`src/rtl/scr_timeout_pkg.sv`:
```
package scr_timeout_pkg;
    parameter int CNT_W = 16;

    typedef logic [CNT_W-1:0] cnt_t;

    typedef struct packed {
        cnt_t cnt;
        logic disp;
        logic evt;
    } tmo_state_t;
endpackage

```
`src/rtl/scr_timeout_count.sv`:
```
// Next counter value: keystroke reload beats host write, host write beats tick step.
module scr_timeout_count
    import scr_timeout_pkg::*;
#(
    parameter cnt_t STEP   = cnt_t'(2),
    parameter cnt_t RELOAD = cnt_t'(2)
) (
    input  cnt_t cnt_q,
    input  logic tick,
    input  logic key,
    input  logic wr_en,
    input  cnt_t wr_data,
    output cnt_t cnt_d
);
    always_comb begin
        if (key)        cnt_d = RELOAD;
        else if (wr_en) cnt_d = wr_data;
        else if (tick)  cnt_d = cnt_q + STEP;
        else            cnt_d = cnt_q;
    end
endmodule

```
`src/rtl/scr_timeout_expire.sv`:
```
// Exact-zero detection, built as a two-level OR tree over nibble groups.
module scr_timeout_expire
    import scr_timeout_pkg::*;
#(
    parameter int GRP_W = 4
) (
    input  cnt_t cnt_q,
    output logic at_zero
);
    localparam int NGRP = (CNT_W + GRP_W - 1) / GRP_W;
    localparam int PADW = NGRP * GRP_W;

    logic [PADW-1:0] padded;
    logic [NGRP-1:0] grp_any;

    assign padded = {{(PADW-CNT_W){1'b0}}, cnt_q};

    for (genvar g = 0; g < NGRP; g++) begin : g_grp
        assign grp_any[g] = |padded[g*GRP_W +: GRP_W];
    end

    assign at_zero = ~|grp_any;
endmodule

```
`src/rtl/scr_timeout_blank.sv`:
```
// Display-enable and blank-event next values.
module scr_timeout_blank (
    input  logic disp_q,
    input  logic at_zero,
    input  logic key,
    output logic disp_d,
    output logic evt_d
);
    logic enter_blank;

    always_comb begin
        enter_blank = disp_q & at_zero & ~key;
        evt_d       = enter_blank;
        if (key)              disp_d = 1'b1;
        else if (enter_blank) disp_d = 1'b0;
        else                  disp_d = disp_q;
    end
endmodule

```
`src/rtl/scr_timeout.sv`:
```
module scr_timeout
    import scr_timeout_pkg::*;
#(
    parameter cnt_t STEP   = cnt_t'(2),
    parameter cnt_t RELOAD = cnt_t'(2)
) (
    input  logic             clk_i,
    input  logic             rst_i,
    input  logic             tick_i,
    input  logic             key_i,
    input  logic             wr_en_i,
    input  logic [CNT_W-1:0] wr_data_i,
    output logic             disp_en_o,
    output logic             blank_evt_o
);
    tmo_state_t st_q, st_d;
    cnt_t       cnt_q;
    cnt_t       cnt_nxt;
    logic       at_zero;
    logic       disp_nxt;
    logic       evt_nxt;

    assign cnt_q = st_q.cnt;

    scr_timeout_count #(.STEP(STEP), .RELOAD(RELOAD)) u_count (
        .cnt_q   (cnt_q),
        .tick    (tick_i),
        .key     (key_i),
        .wr_en   (wr_en_i),
        .wr_data (wr_data_i),
        .cnt_d   (cnt_nxt)
    );

    scr_timeout_expire #(.GRP_W(4)) u_expire (
        .cnt_q   (cnt_q),
        .at_zero (at_zero)
    );

    scr_timeout_blank u_blank (
        .disp_q  (st_q.disp),
        .at_zero (at_zero),
        .key     (key_i),
        .disp_d  (disp_nxt),
        .evt_d   (evt_nxt)
    );

    always_comb begin
        st_d      = st_q;
        st_d.cnt  = cnt_nxt;
        st_d.disp = disp_nxt;
        st_d.evt  = evt_nxt;
    end

    always_ff @(posedge clk_i) begin
        if (rst_i) begin
            st_q.cnt  <= RELOAD;
            st_q.disp <= 1'b1;
            st_q.evt  <= 1'b0;
        end else begin
            st_q <= st_d;
        end
    end

    assign disp_en_o   = st_q.disp;
    assign blank_evt_o = st_q.evt;
endmodule

```
`config.mk`:
```
export PLATFORM = sky130hd
export DESIGN_NAME = scr_timeout
export DESIGN_NICKNAME = d
export VERILOG_FILES = /design/src/rtl/scr_timeout_pkg.sv /design/src/rtl/scr_timeout_count.sv /design/src/rtl/scr_timeout_expire.sv /design/src/rtl/scr_timeout_blank.sv /design/src/rtl/scr_timeout.sv
export SDC_FILE = /design/constraint.sdc
export NUM_CORES = 1
export LEC_CHECK = 0
export BUFFER_PORTS_ARGS = -buffer_cell sky130_fd_sc_hd__buf_4
export CORE_MARGIN = 10
export CORE_UTILIZATION = 55
export DETAILED_ROUTE_END_ITERATION = 10
export PLACE_DENSITY = 0.94
export RECOVER_POWER = 50
export SKIP_CTS_REPAIR_TIMING = 1
export SLEW_MARGIN = 0
export SYNTH_ARGS = -nofsm -noshare
export SYNTH_HDL_FRONTEND = slang
export SYNTH_SLANG_ARGS = --single-unit
```
`constraint.sdc`:
```
create_clock -name clk_i -period 2.3 [get_ports clk_i]
set_input_delay 0.115 -clock clk_i [delete_from_list [all_inputs] [get_ports clk_i]]
set_output_delay 0.115 -clock clk_i [all_outputs]
set_load 0.03 [all_outputs]
```
==> flow_summary.json <==
{
  "vias_per_cell": 5.76,
  "setup_tns_ns": 0,
  "avgSynthCellArea_sq_um": 8.74,
  "die_w_um": 62.0,
  "syn_inst": 111,
  "ys_warn_count": 0,
  "area_growth_pct": 19.6,
  "maxCapViolCount": 0,
  "hpwl_um": 1760,
  "via_count": 904,
  "path_clk_slew_ns": 0.10,
  "dr.pass1.iters": 4,
  "die_h_um": 62.0,
  "synthDistinctLibCells": 23,
  "synth_area_sq_um": 970,
  "hold_viol": 0,
  "fin_nets": 155,
  "grt_usage_pct": 14.3,
  "skew_ns": 0.00654,
  "ant_nets": 0,
  "criticalPathCategory": "reg2reg",
  "slew_violations": 0,
  "post_drt_wl_per_cell_um": 15.5,
  "dpl.cell_count": 153,
  "crit_fanout": 10,
  "first_iter_violations": 34,
  "cp_data_arrival_time_ns": 2.00,
  "antenna_cells": 0,
  "synth_top_area_share_pct": 37.2,
  "htreeDepth": 1,
  "top_layer": "met4",
  "drc": 0,
  "outcome": "finished, final reports clean",
  "die-area_sq_mm": 0.00384,
  "port_buffers": 22,
  "wirelength_um": 2430,
  "yosys.area.top_type": "dfxtp_1",
  "coreArea_sq_mm": 0.00171,
  "rows": 15,
  "relSlewSlack_pct": 56.4,
  "numCtsBuffers": 3,
  "hp-class": "in2reg",
  "yosysSeqAreaShare_pct": 37.2,
  "dr_wl_met3_um": 157,
  "p_leak_nw": 0.413,
  "layout_min_cycle_time_ns": 1.85,
  "grt_pass1_vias": 920,
  "max_freq_mhz": 541,
  "cts_tree": "done",
  "gp_congestion": 0.779,
  "clkLatencyLatePin_ns": 0.29,
  "cp-start-kind": "flop",
  "worst_setup_path_end_kind": "flop",
  "dr_wl_met2_um": 1260,
  "final-instance-count-excl-fill": 157,
  "layout-drive-gt1-share_pct": 23.5,
  "tightest_slew_ns": 0.653,
  "initial_core_util_pct": 56.8,
  "final_common_cell": "buf_4",
  "met1Wirelength_um": 954,
  "grt_max_degree": 26,
  "hold_slack_ns": 0.0485,
  "antenna_found_initial": 0,
  "fin_crit_sh_pct": 80.4,
  "root_buffer": "clkbuf_4",
  "finalSetupViolCount": 0,
  "grt_overflow": 0,
  "vdd_drop_max_v": 0.000301,
  "powerDensity_mw_per_mm2": 532,
  "syn_nets": 133,
  "clk_path_buf_depth": 2,
  "final_cell_mix": "buf_4 (20), dfxtp_1 (18), xnor2_1 (14)",
  "crit_required_ns": 2.45,
  "rsz0062_at_grt": "no",
  "synth_area_leaders": "dfxtp_1 (37%), xnor2_1 (13%), a21oi_1 (6.7%), nor4_2 (6.5%), o21ai_0 (5.7%)",
  "cts.sinks": 18,
  "ys_ff_latch": 18,
  "fin_ws_ns": 0.452,
  "rrSetupSlack_ns": 0.45,
  "grt_pass1_wl_um": 4150,
  "io_pins": 23,
  "pre_cts_slack_ns": 0.793
}
flip-flops by register name, summed over array words and instances, names as in the netlist:
| register | flops |
|---|---|
| disp_en_o | 1 |
| blank_evt_o | 1 |
| cnt_q | 16 |
report_power, final:
part	switching (mW)	leakage [nW]	internal (mW)
combinational	0.0378	0.245	0.0436
sequential	0.0176	0.147	0.323
clock	0.0976	0.0210	0.0965
cells in the mapped netlist, drive strengths merged:
cell	count
buf	2
ha	1
dfxtp	18
nand3	2
or4	1
nor4b	1
nor3	5
inv	4
or2	1
nor4	7
nand4	5
nand2	11
and4	1
clkbuf	3
a21oi	13
xnor2	14
nor2	8
o21ai	11
mux2i	3
final cells by class:
cell class | count | area (sq um)
clock buffers | 4 | 36.3
fillers | 128 | 548
flip-flops and latches | 18 | 360
inverters | 4 | 15.0
multi-input cells | 84 | 559
well taps | 25 | 31.3
repair buffers | 22 | 158
worst max-delay path: stages, from the launching register on:
cell	delay, ns
dfxtp_1	0.45
nand4_1	0.54
nor3_1	0.43
xnor2_1	0.18
a21oi_1	0.10
cells by family (layout without fill, tap and decap cells):
family / Yosys count / in the layout / synth area share (%)
flops: 18 / 18 / 37.2
buf+inv: 9 / 30 / 3.61
simple gates: 42 / 42 / 29.8
xor+xnor: 14 / 14 / 12.6
fa+ha+maj: 1 / 1 / 1.29
mux: 3 / 3 / 3.10
compound gates: 24 / 24 / 12.4
metrics by stage:
step	power, mW	cell area, sq um	util (%)
global route	0.649	1160	67.9
CTS	0.619	1180	69.2
finish	0.617	1160	67.9
global placement	0.423	1150	67.1
detailed placement	0.429	1150	67.1
floorplan	0.390	970	-
path summary, 6_finish.rpt:
path | from | to | cells after the start
min | wr_data_i[2] | cnt_q[2]$_SDFFE_PP0N_ | 3
max reg2reg | cnt_q[3]$_SDFFE_PP0N_ | cnt_q[9]$_SDFFE_PP0N_ | 4
max | cnt_q[3]$_SDFFE_PP0N_ | cnt_q[9]$_SDFFE_PP0N_ | 4
min reg2reg | disp_en_o$_SDFFE_PP1P_ | disp_en_o$_SDFFE_PP1P_ | 2
layer usage:
layer | vias to the layer above | GRT usage, %
met5 | - | 0
li1 | 435 | -
met2 | 44 | 24.7
met1 | 417 | 15.7
met4 | 0 | 6.69
met3 | 8 | 4.07
(Power assumes the default switching activity.)
